### src/rtl/xirq_pkg.sv
package xirq_pkg;
    localparam int LINE_W = 32;
    localparam int ADDR_W = 10;
    localparam int WIDX_W = ADDR_W - 2;

    typedef struct packed {
        logic [LINE_W-1:0] rise;
        logic [LINE_W-1:0] fall;
        logic [LINE_W-1:0] mask;
        logic [LINE_W-1:0] pend;
        logic [LINE_W-1:0] dirq;
    } bank_regs_t;

    // word index of each register kind for bank b
    function automatic logic [WIDX_W-1:0] rise_word(int b);
        return WIDX_W'(8 * b);
    endfunction
    function automatic logic [WIDX_W-1:0] fall_word(int b);
        return WIDX_W'(8 * b + 1);
    endfunction
    function automatic logic [WIDX_W-1:0] swt_word(int b);
        return WIDX_W'(8 * b + 2);
    endfunction
    function automatic logic [WIDX_W-1:0] mask_word(int b);
        return WIDX_W'(32 + 4 * b);
    endfunction
    function automatic logic [WIDX_W-1:0] pend_word(int b);
        return WIDX_W'(34 + 4 * b);
    endfunction
endpackage

### src/rtl/xirq_sync.sv
module xirq_sync #(
    parameter int W = 96
) (
    input  logic         clk,
    input  logic         rst_n,
    input  logic [W-1:0] raw,
    output logic [W-1:0] cur,
    output logic [W-1:0] prv
);
    typedef struct packed {
        logic [W-1:0] cur;
        logic [W-1:0] prv;
    } smp_t;

    smp_t smp_d, smp_q;

    always_comb begin
        smp_d.cur = raw;
        smp_d.prv = smp_q.cur;
    end

    always_ff @(posedge clk) begin
        if (!rst_n) smp_q <= '0;
        else        smp_q <= smp_d;
    end

    assign cur = smp_q.cur;
    assign prv = smp_q.prv;
endmodule

### src/rtl/xirq_bank.sv
module xirq_bank
    import xirq_pkg::*;
#(
    parameter logic [LINE_W-1:0] CFG = '0
) (
    input  logic              clk,
    input  logic              rst_n,
    input  logic              wr_rise,
    input  logic              wr_fall,
    input  logic              wr_swt,
    input  logic              wr_mask,
    input  logic              wr_pend,
    input  logic [LINE_W-1:0] wdata,
    input  logic [LINE_W-1:0] cur,
    input  logic [LINE_W-1:0] prv,
    output logic [LINE_W-1:0] rd_rise,
    output logic [LINE_W-1:0] rd_fall,
    output logic [LINE_W-1:0] rd_mask,
    output logic [LINE_W-1:0] rd_pend,
    output logic [LINE_W-1:0] irq
);
    localparam bank_regs_t RST_VAL = '{rise: '0, fall: '0, mask: ~CFG, pend: '0, dirq: '0};

    bank_regs_t r_d, r_q;
    logic [LINE_W-1:0] edge_hit, swt_hit, set_v, clr_v;

    always_comb begin
        edge_hit = (cur & ~prv & r_q.rise) | (~cur & prv & r_q.fall);
        swt_hit  = wr_swt ? wdata : '0;
        set_v    = (edge_hit | swt_hit) & r_q.mask & CFG;
        clr_v    = wr_pend ? wdata : '0;

        r_d = r_q;
        if (wr_rise) r_d.rise = wdata;
        if (wr_fall) r_d.fall = wdata;
        if (wr_mask) r_d.mask = wdata;
        // a new trigger overrides a clear on the same edge
        r_d.pend = ((r_q.pend & ~clr_v) | set_v) & CFG;
        r_d.dirq = cur & r_q.mask & ~CFG;
    end

    always_ff @(posedge clk) begin
        if (!rst_n) r_q <= RST_VAL;
        else        r_q <= r_d;
    end

    assign rd_rise = r_q.rise;
    assign rd_fall = r_q.fall;
    assign rd_mask = r_q.mask;
    assign rd_pend = r_q.pend;
    assign irq     = r_q.pend | r_q.dirq;
endmodule

### src/rtl/xirq_ctrl.sv
module xirq_ctrl
    import xirq_pkg::*;
#(
    parameter int NBANK = 3,
    parameter logic [NBANK*LINE_W-1:0] CFG_MAP = {32'h0074_0000, 32'h000A_0000, 32'h003F_FFFF}
) (
    input  logic                    clk,
    input  logic                    rst_n,
    input  logic [ADDR_W-1:0]       bus_addr,
    input  logic                    bus_we,
    input  logic [LINE_W-1:0]       bus_wdata,
    output logic [LINE_W-1:0]       bus_rdata,
    input  logic [NBANK*LINE_W-1:0] line_in,
    output logic [NBANK*LINE_W-1:0] line_irq
);
    localparam int NLINE = NBANK * LINE_W;

    logic [WIDX_W-1:0] widx;
    logic [NLINE-1:0]  s_cur, s_prv;
    logic [LINE_W-1:0] rd_rise [NBANK];
    logic [LINE_W-1:0] rd_fall [NBANK];
    logic [LINE_W-1:0] rd_mask [NBANK];
    logic [LINE_W-1:0] rd_pend [NBANK];

    assign widx = bus_addr[ADDR_W-1:2];

    xirq_sync #(.W(NLINE)) u_sync (
        .clk  (clk),
        .rst_n(rst_n),
        .raw  (line_in),
        .cur  (s_cur),
        .prv  (s_prv)
    );

    for (genvar b = 0; b < NBANK; b++) begin : g_bank
        xirq_bank #(.CFG(CFG_MAP[b*LINE_W +: LINE_W])) u_bank (
            .clk    (clk),
            .rst_n  (rst_n),
            .wr_rise(bus_we && widx == rise_word(b)),
            .wr_fall(bus_we && widx == fall_word(b)),
            .wr_swt (bus_we && widx == swt_word(b)),
            .wr_mask(bus_we && widx == mask_word(b)),
            .wr_pend(bus_we && widx == pend_word(b)),
            .wdata  (bus_wdata),
            .cur    (s_cur[b*LINE_W +: LINE_W]),
            .prv    (s_prv[b*LINE_W +: LINE_W]),
            .rd_rise(rd_rise[b]),
            .rd_fall(rd_fall[b]),
            .rd_mask(rd_mask[b]),
            .rd_pend(rd_pend[b]),
            .irq    (line_irq[b*LINE_W +: LINE_W])
        );
    end

    // software-trigger words and all other addresses fall through to zero
    always_comb begin
        bus_rdata = '0;
        for (int b = 0; b < NBANK; b++) begin
            if (widx == rise_word(b)) bus_rdata = rd_rise[b];
            if (widx == fall_word(b)) bus_rdata = rd_fall[b];
            if (widx == mask_word(b)) bus_rdata = rd_mask[b];
            if (widx == pend_word(b)) bus_rdata = rd_pend[b];
        end
    end
endmodule

### config.mk
export PLATFORM = sky130hd
export DESIGN_NAME = xirq_ctrl
export DESIGN_NICKNAME = d
export VERILOG_FILES = /design/src/rtl/xirq_pkg.sv /design/src/rtl/xirq_sync.sv /design/src/rtl/xirq_bank.sv /design/src/rtl/xirq_ctrl.sv
export SDC_FILE = /design/constraint.sdc
export NUM_CORES = 1
export LEC_CHECK = 0
export CORE_ASPECT_RATIO = 0.8
export CORE_MARGIN = 2
export CORE_UTILIZATION = 50
export CTS_BUF_LIST = sky130_fd_sc_hd__clkbuf_2 sky130_fd_sc_hd__clkbuf_4 sky130_fd_sc_hd__clkbuf_8
export DETAILED_ROUTE_END_ITERATION = 7
export MAX_ROUTING_LAYER = met4
export PLACE_DENSITY = 0.79
export SLEW_MARGIN = 20
export SYNTH_ARGS = -nofsm -noshare
export SYNTH_HDL_FRONTEND = slang
export SYNTH_SLANG_ARGS = --single-unit
### constraint.sdc
create_clock -name clk -period 3.6 [get_ports clk]
set_clock_uncertainty 0.2 [all_clocks]
set_input_delay 0.9 -clock clk [delete_from_list [all_inputs] [get_ports clk]]
set_output_delay 0.9 -clock clk [all_outputs]
set_load 0.005 [all_outputs]
# == After elaboration in Yosys (flattened, before gate mapping) ==
# Index checks and enable logic that the tools add are counted.
# totals
out_inout_bits,128
register_bits,595
inputBits,141
# classes
eq_ne,14
mux,18
bitwise_logic,42
n_reduce_logical,16
# op_table
operator,n
$mux W32,12
$and A23 B23 Y23,6
$and A22 B22 Y22,6
$and A20 B20 Y20,6
$and A32 B32 Y32,3
$not A23 Y23,3
$or A23 B23 Y23,3
$not A22 Y22,3
$or A22 B22 Y22,3
$not A20 Y20,3
$or A20 B20 Y20,3
$eq A8 B6 Y1 const B,6
$mux W23,2
$mux W22,2
$mux W20,2
$or A20 B32 Y32,1
$or A22 B32 Y32,1
$or A23 B32 Y32,1
$eq A8 B4 Y1 const B,3
$eq A8 B5 Y1 const B,3
$logic_and A1 B1 Y1,15
$eq A8 B1 Y1 const B,1
$eq A8 B2 Y1 const B,1
$logic_not A8 Y1,1

# == Longest topological paths before layout ==
# Gate-level depths: netlist of run 1.
# logic_depth
word_depth,13
mapped_depth,9
mapped_depth_nobuf,5

# == Hierarchy ==
# A second synthesis of run 1 with hierarchy kept.
# hier_totals
cells_unflattened,2382
hier_area_um2,24175.7
# modules_own_cells
mod,area_per_inst_um2,cells_per_inst,instances,seq_area_each_um2
xirq_bank at g_bank[0].u_bank,5464.0,533,1,2562.5
xirq_sync,5275.1,405,1,3843.7
xirq_bank at g_bank[2].u_bank,4913.5,435,1,2562.5
xirq_bank at g_bank[1].u_bank,4814.6,423,1,2562.5
xirq_ctrl,3708.6,586,1,0.0

# == Worst setup path before layout of run 1 ==
# OpenSTA, ideal clock, no wires.
# synth_path
path_type,input to output
startpoint,in bus_addr[3]
endpoint,out bus_rdata[1]
t_arrival_ns,2.356
required_time_ns,2.500
setup_slack_ns,0.144
path_stages,7
path_cell_list,buf_4 -> or4_1 -> buf_4 -> nor2_2 -> buf_2 -> a221oi_1 -> a31oi_1
# synth_between
elab_chain_len,13
# synth_rtl
item,line,text
start: declaration,xirq_ctrl.sv:9,"input logic [ADDR_W-1:0] bus_addr,"
$logic_not A8 Y1,xirq_ctrl.sv:59,if (widx == rise_word(b)) bus_rdata = rd_rise[b];
$mux W32,xirq_ctrl.sv:59,
$mux W32,xirq_ctrl.sv:60,if (widx == fall_word(b)) bus_rdata = rd_fall[b];
$mux W32,xirq_ctrl.sv:61,if (widx == mask_word(b)) bus_rdata = rd_mask[b];
$mux W32,xirq_ctrl.sv:62,if (widx == pend_word(b)) bus_rdata = rd_pend[b];
$mux W32,xirq_ctrl.sv:59,
$mux W32,xirq_ctrl.sv:60,
$mux W32,xirq_ctrl.sv:61,
$mux W32,xirq_ctrl.sv:62,
$mux W32,xirq_ctrl.sv:59,
$mux W32,xirq_ctrl.sv:60,
$mux W32,xirq_ctrl.sv:61,
$mux W32 (*),xirq_ctrl.sv:62,
end: declaration,xirq_ctrl.sv:12,"output logic [LINE_W-1:0] bus_rdata,"
# Every way passes the cells marked *; elsewhere a longest branch is shown, timed or not.

# == Final worst setup path of run 1 ==
# layout_path
startpoint,in bus_addr[4]
endpoint,out bus_rdata[19]
# The elaborated chain is that of the path after synthesis.

==> results of run 1 <==
[state kept, by name, summed over array words and instances (netlist names)]
register	cells
g_bank.u_bank.r_q	68
g_bank.u_bank.rd_fall	96
g_bank.u_bank.rd_mask	96
g_bank.u_bank.rd_pend	28
g_bank.u_bank.rd_rise	96
u_sync.cur	96
u_sync.prv	28
[how the worst min path moves through the flow]
| stage | from | end | slack [ns] | depth (start not counted) |
|---|---|---|---|---|
| floorplan | g_bank[1].u_bank.rd_rise[20]$_SDFFE_PN0P_ | g_bank[1].u_bank.rd_rise[20]$_SDFFE_PN0P_ | 0.23 | 2 |
| global placement | g_bank[1].u_bank.rd_rise[20]$_SDFFE_PN0P_ | g_bank[1].u_bank.rd_rise[20]$_SDFFE_PN0P_ | 0.24 | 2 |
| detailed placement | u_sync.cur[57]$_SDFF_PN0_ | g_bank[1].u_bank.r_q[25]$_SDFF_PN0_ | 0.24 | 1 |
| CTS | g_bank[1].u_bank.rd_rise[10]$_SDFFE_PN0P_ | g_bank[1].u_bank.rd_rise[10]$_SDFFE_PN0P_ | 0.25 | 2 |
| global route | u_sync.cur[52]$_SDFF_PN0_ | g_bank[1].u_bank.r_q[20]$_SDFF_PN0_ | 0.25 | 1 |
| finish | u_sync.cur[52]$_SDFF_PN0_ | g_bank[1].u_bank.r_q[20]$_SDFF_PN0_ | 0.25 | 1 |
[cell usage in the layout, fill, tap and decap left out, types with 16 or more instances in the layout]
master and instances:
nand2_1 628, dfxtp_1 508, clkdlybuf4s50_1 225, buf_4 154, and2_1 130, a21boi_0 104
clkbuf_8 97, a21boi_1 78, nand3_1 75, and3_1 70, a21boi_2 60, buf_6 48
a21oi_1 44, buf_12 44, o21ai_0 39, buf_2 32, nand3b_1 31, nor2b_1 31
a22oi_1 29, nor2_1 24, clkbuf_4 24, o21a_1 22, o22ai_2 21, o21ai_1 18
o21ai_2 17, mux2i_1 16, o22a_1 16
[area by class of cell]
cell class | instances | area (µm²)
sequential | 508 | 10200
clock inverter | 20 | 208
inverter | 8 | 30.0
tap | 560 | 701
clock buffer | 121 | 1520
multi-input combinational | 1657 | 10500
timing repair buffer | 523 | 5360
fill | 3366 | 14600
[what timing repair did]
item / in CTS / in global routing
resized for setup: 368 / 60
setup buffers: 67 / 20
pin swaps: 103 / 59
cloned: 6 / 2
setup endpoints to repair: 32 / 32
hold buffers: 0 / 0
[power by group through the flow]
stage          Clock [mW]  Combinational [mW]  Sequential (mW)
6_report             5.22               0.851             5.77
5_1_grt              5.51               0.886             5.77
4_1_cts              5.27               0.818             5.77
3_5_place_dp            0               0.739             5.89
3_3_place_gp            0               0.729             5.89
2_1_floorplan           0               0.384             5.87
[metrics by stage]
stage          hold slack, ns  setup WS (ns)  utilization  power [mW]
2_1_floorplan           0.232          0.144            -        6.26
6_report                0.249         -0.334        0.661        11.8
5_1_grt                 0.253         -0.349        0.661        12.2
4_1_cts                 0.254         -0.344        0.653        11.9
3_5_place_dp            0.245          -1.30        0.584        6.63
3_3_place_gp            0.237          -1.32        0.584        6.62
[routing by layer]
layer  routed length, µm  global-route usage  vias to the layer above
li1                    -                   -                     8915
met1               31200               0.434                     9576
met2               33200               0.495                     1063
met3                6630              0.0478                      166
met4                2390               0.115                        0
met5                   0                   -                        -
[cells by family after synthesis]
family,count (synthesis),share of synthesized area
AND/OR/NAND/NOR,1062,0.237
AO/OA/AOI/OAI,565,0.192
multiplexers,30,0.0192
flip-flops,508,0.466
buffers and inverters,307,0.0865
==> run metrics, run 1 <==
status=finished, violations left; failing checks=negative setup slack; H-Tree Depth=3; WP data required=2.50 ns; worst-path fanout max=4; Reg2Reg Depth=5; post-synthesis instance total=2472; f_max=0.254 GHz; most common cell in the netlist=nand2_1; crit path time final=3.93 ns; top-area cell type share of the netlist area=0.466; mapped cell area=21800 µm²; diode count=0; vias after detailed routing=19700; I/O pins=269; NetSw=2.75 mW; asr flop ratio synth=0; post-route setup slack=-0.334 ns; DRT Pass-1 Iters=5; leak pwr=10.8 nW; Combinational Power Share=0.072; PD cells=415 nW/µm²; top_reg_cell synth=dfxtp_1; root buffer cell=clkbuf_8; vias per cell=5.81; critical path type=input pin to primary output; number of I/O port buffers=266; largest net degree at the start of global routing=108; worst-path cell chain=buf_8 > buf_12 > buf_8 > buf_6 > nor4_4 > buf_4 > a32oi_4 > nor2_4 > a2111oi_4 > a211oi_2 > buf_4 > buf_6; die area=45300 µm²; DIE WIDTH=238 µm; final hold vios=0; HP Class=register to register; flop-to-flop setup slack=2.30 ns; GRT Total Usage=0.322; number of flops mapped to enable cells by yosys=0; DIE HEIGHT=191 µm; largest area contributor in the netlist=dfxtp_1; synthesized net count=2613; Clock transition at path regs=0.06 ns; CP Depth=12; site row count=68; ANT nets after route=0; Tcrit/Tclk final=1.09; switch share=0.232; register share of total power=0.487; first-pass GRT wire length=110000 µm; RSZ-0062 raised after global routing=true; Post-Route WL=73400 µm; Worst Setup Start Kind=input pin; Crit-path slowest cell=a211oi_2; Crit. End Element=primary output; Final Instance Area=28500 µm²; grt ovf=0; hpwl dp=49600 µm; TNS Setup=-7.52 ns; syn_area_per_cell=8.83 µm²; Layout area overhead=30.7%; nets=2917; CTS tree=built; Clock Sinks=508; Initial Utilization=0.506; layout cells sized above 1=0.233; WP data arrival=2.83 ns; r2r endpoint=g_bank[2].u_bank.rd_pend[18]$_SDFF_PN0_; Synth top cells by count=633 x nand2_1, 508 x dfxtp_1, 133 x buf_4; CTS Buf Count=78; max_slew headroom=0.541; Iteration-0 DRC Markers=2236; vias in the first global route=18700; max_cap viols=0; Placed Instances=3182; family with the most delay on the worst path=buffers and inverters; initial antenna violation count=0; Buf+Inv Stages, Crit Path=7; # DRC=0; synth warn=0; Synth cell types=70; critical path startpoint=bus_addr[4]; P_int=9.09 mW; dominant cells by area after synthesis=dfxtp_1 47%, nand2_1 11%, buf_4 4.6%; clk_lat worst skew=0.64 ns; Setup Viol. Count Final=32; core area=43100 µm²; Max Transition Viols Final=0; Largest stage delay, worst path=0.33 ns; Avg WL per Cell=21.6 µm; Worst Setup EP=bus_rdata[19]; Clk pwr share=0.441; fin cells=3397; FF+latch count, synth=508; Max VDD drop=0.316 mV; worst slew pin tran=0.689 ns; gp weighted congestion=0.977; post-synthesis sequential area ratio=0.466; worst-case clock buffer depth=3; Worst R2R Start=u_sync.cur[82]$_SDFF_PN0_; DP Area=25200 µm²
Note: power is estimated with default switching activity, not from simulation.
==> run 2: changes to the inputs <==
CAP_MARGIN = 20   (was not set)
CELL_PAD_IN_SITES_DETAIL_PLACEMENT = 2   (was not set)
CELL_PAD_IN_SITES_GLOBAL_PLACEMENT = 2   (was not set)
CORE_UTILIZATION = 35   (was 50)
PLACE_DENSITY = 0.87   (was 0.79)
==> run metrics, run 2 (synthesized netlist as in run 1, its figures left out) <==
H-Tree Depth=3 (unchanged); worst slew pin tran=1.10 ns (+0.407 ns); Max Transition Viols Final=0 (unchanged); max_slew headroom=0.267 (-0.274); # DRC=0 (unchanged); Initial Utilization=0.355 (-0.151); Reg2Reg Depth=5 (unchanged); Setup Viol. Count Final=32 (unchanged); CTS tree=built; number of I/O port buffers=266 (unchanged); post-route setup slack=-0.904 ns (-0.570 ns); status=finished, violations left; Pwr Total=12.9 mW (+9.3%); Post-Route WL=158000 µm (+120%); most common cell after layout, fill and taps aside=nand2_1; CTS Buf Count=87 (+12%); WP data required=2.50 ns (about the same); site row count=81 (+19%); Iteration-0 DRC Markers=3633 (+62%); critical path type=input pin to primary output; Crit. End Element=primary output; flop-to-flop setup slack=1.26 ns (-1.04 ns); crit path time final=4.50 ns (+0.570 ns); dpl ws=-1.32 ns (-0.0179 ns); commonest cells after routing, fill and taps aside=622 x nand2_1, 508 x dfxtp_1, 225 x clkdlybuf4s50_1, 143 x buf_4, 130 x and2_1; worst-path fanout max=6 (+2); final hold vios=0 (unchanged); vias per cell=6.74 (+16%); initial antenna violation count=12 (+12); die area=64400 µm² (+42%); critical path startpoint=bus_addr[8]; clk_lat worst skew=0.76 ns (+0.12 ns); Clock transition at path regs=0.07 ns (about the same); failing checks=negative setup slack; Worst Setup Start Kind=input pin; hpwl dp=65000 µm (+31%); RSZ-0062 raised after global routing=true; Layout area overhead=37.9%; Worst R2R Start=g_bank[1].u_bank.rd_fall[19]$_SDFFE_PN0P_; TNS Setup=-22.18 ns (-14.65 ns); DIE HEIGHT=227 µm (+19%); Tcrit/Tclk final=1.25 (+0.158); max_cap viols=0 (unchanged); Register Area=10200 µm² (unchanged); worst-case clock buffer depth=3 (unchanged); Clock Sinks=508 (unchanged); PD cells=430 nW/µm² (+3.6%); f_max=0.222 GHz (-13%); DIE WIDTH=283 µm (+19%); vias in the first global route=24900 (+33%); I/O pins=269 (unchanged); Worst Setup EP=bus_rdata[9]; core area=61400 µm² (+42%); WP data arrival=3.40 ns (+0.57 ns); GRT Total Usage=0.404 (+0.0822); r2r endpoint=g_bank[1].u_bank.rd_pend[19]$_SDFF_PN0_; layout cells sized above 1=0.268 (+0.0349); multi-input logic area=11300 µm² (+7.4%); first-pass GRT wire length=186000 µm (+70%); Max VDD drop=0.303 mV (-4.1%); ANT nets after route=0 (unchanged); gp weighted congestion=0.888 (-9.1%); DRT Pass-1 Iters=8 (+3); largest net degree at the start of global routing=117 (+8.3%); nets=2948 (+1.1%); vias after detailed routing=25100 (+27%); HP Class=register to register; Avg WL per Cell=42.6 µm (+97%); root buffer cell=clkbuf_8; leak pwr=11.2 nW (+3.5%); grt ovf=0 (unchanged); filler instances=6329 (+88%)
==> run 2: cell count changes in the layout (fill, tap and decap cells not counted), moves of 7 or more <==
cell | before | now
diode_2 | 0 | 24
buf_12 | 44 | 54
o22ai_2 | 21 | 13
a221oi_1 | 7 | 0
a21oi_1 | 44 | 34
buf_4 | 154 | 143
clkbuf_8 | 97 | 105
o21ai_0 | 39 | 32
o22ai_4 | 1 | 13
clkbuf_4 | 24 | 31
o21ai_2 | 17 | 27
buf_6 | 48 | 70
a21oi_2 | 8 | 16
nor3_1 | 14 | 3
==> run 2: worst min path at each step <==
stage / endpoint / depth (start not counted) / slack [ns] / from
after global routing: g_bank[2].u_bank.r_q[27]$_SDFF_PN0_ / 1 / 0.28 / u_sync.cur[91]$_SDFF_PN0_
after global placement: g_bank[1].u_bank.rd_rise[27]$_SDFFE_PN0P_ / 2 / 0.24 / g_bank[1].u_bank.rd_rise[27]$_SDFFE_PN0P_
after CTS: g_bank[2].u_bank.r_q[12]$_SDFF_PN0_ / 1 / 0.26 / u_sync.cur[76]$_SDFF_PN0_
after floorplan: g_bank[1].u_bank.rd_rise[20]$_SDFFE_PN0P_ / 2 / 0.23 / g_bank[1].u_bank.rd_rise[20]$_SDFFE_PN0P_
after detailed placement: g_bank[1].u_bank.r_q[18]$_SDFF_PN0_ / 1 / 0.25 / u_sync.cur[50]$_SDFF_PN0_
final: g_bank[2].u_bank.r_q[27]$_SDFF_PN0_ / 1 / 0.26 / u_sync.cur[91]$_SDFF_PN0_
==> run 2: timing repair <==
action                     CTS  global route
buffers inserted            67            33
pin swaps                   83            85
cloned                       8             1
resized for setup          439           164
hold buffers                 0             0
setup endpoints to repair   32            32
==> run 2: layer usage <==
metal | up-vias | track usage | part of all wire
met1 | 12200 | 0.469 | 0.36
li1 | 8982 | - | -
met5 | - | - | 0
met4 | 0 | 0.255 | 0.10
met3 | 1186 | 0.105 | 0.12
met2 | 2650 | 0.627 | 0.41
==> run 2: area by class of cell <==
type	instances	area share
clock buffers	136	0.0558
flip-flops and latches	508	0.338
diodes	24	0.00200
clock inverters	9	0.00262
inverters	8	0.000998
repair buffers	545	0.190
well taps	830	0.0345
multi-input cells	1657	0.376
==> run 2: stage by stage <==
stage,utilization,cell area (µm²),std cells,hold WS [ns]
2_1_floorplan,-,21800,2472,0.232
3_3_place_gp,0.415,25500,3448,0.237
3_5_place_dp,0.415,25500,3448,0.247
4_1_cts,0.472,29000,3663,0.258
5_1_grt,0.490,30100,3716,0.276
6_report,0.490,30100,3717,0.258
==> run 2: worst max-delay path, cell delays in order <==
cell and delay (ns):
buf_8 0.10, buf_8 0.14, nor4b_4 0.64, buf_6 0.21
nand3b_1 0.12, buf_6 0.19, buf_4 0.17, o22ai_1 0.26
o211ai_1 0.30, a31oi_4 0.21, buf_2 0.15
==> run 2: where the power goes <==
group          leakage (nW)  total (mW)  switching, mW  internal [mW]
Sequential             4.14        5.80         0.0726           5.72
Clock                 0.936        6.09           3.08           3.02
Combinational          6.10        1.06          0.596          0.460
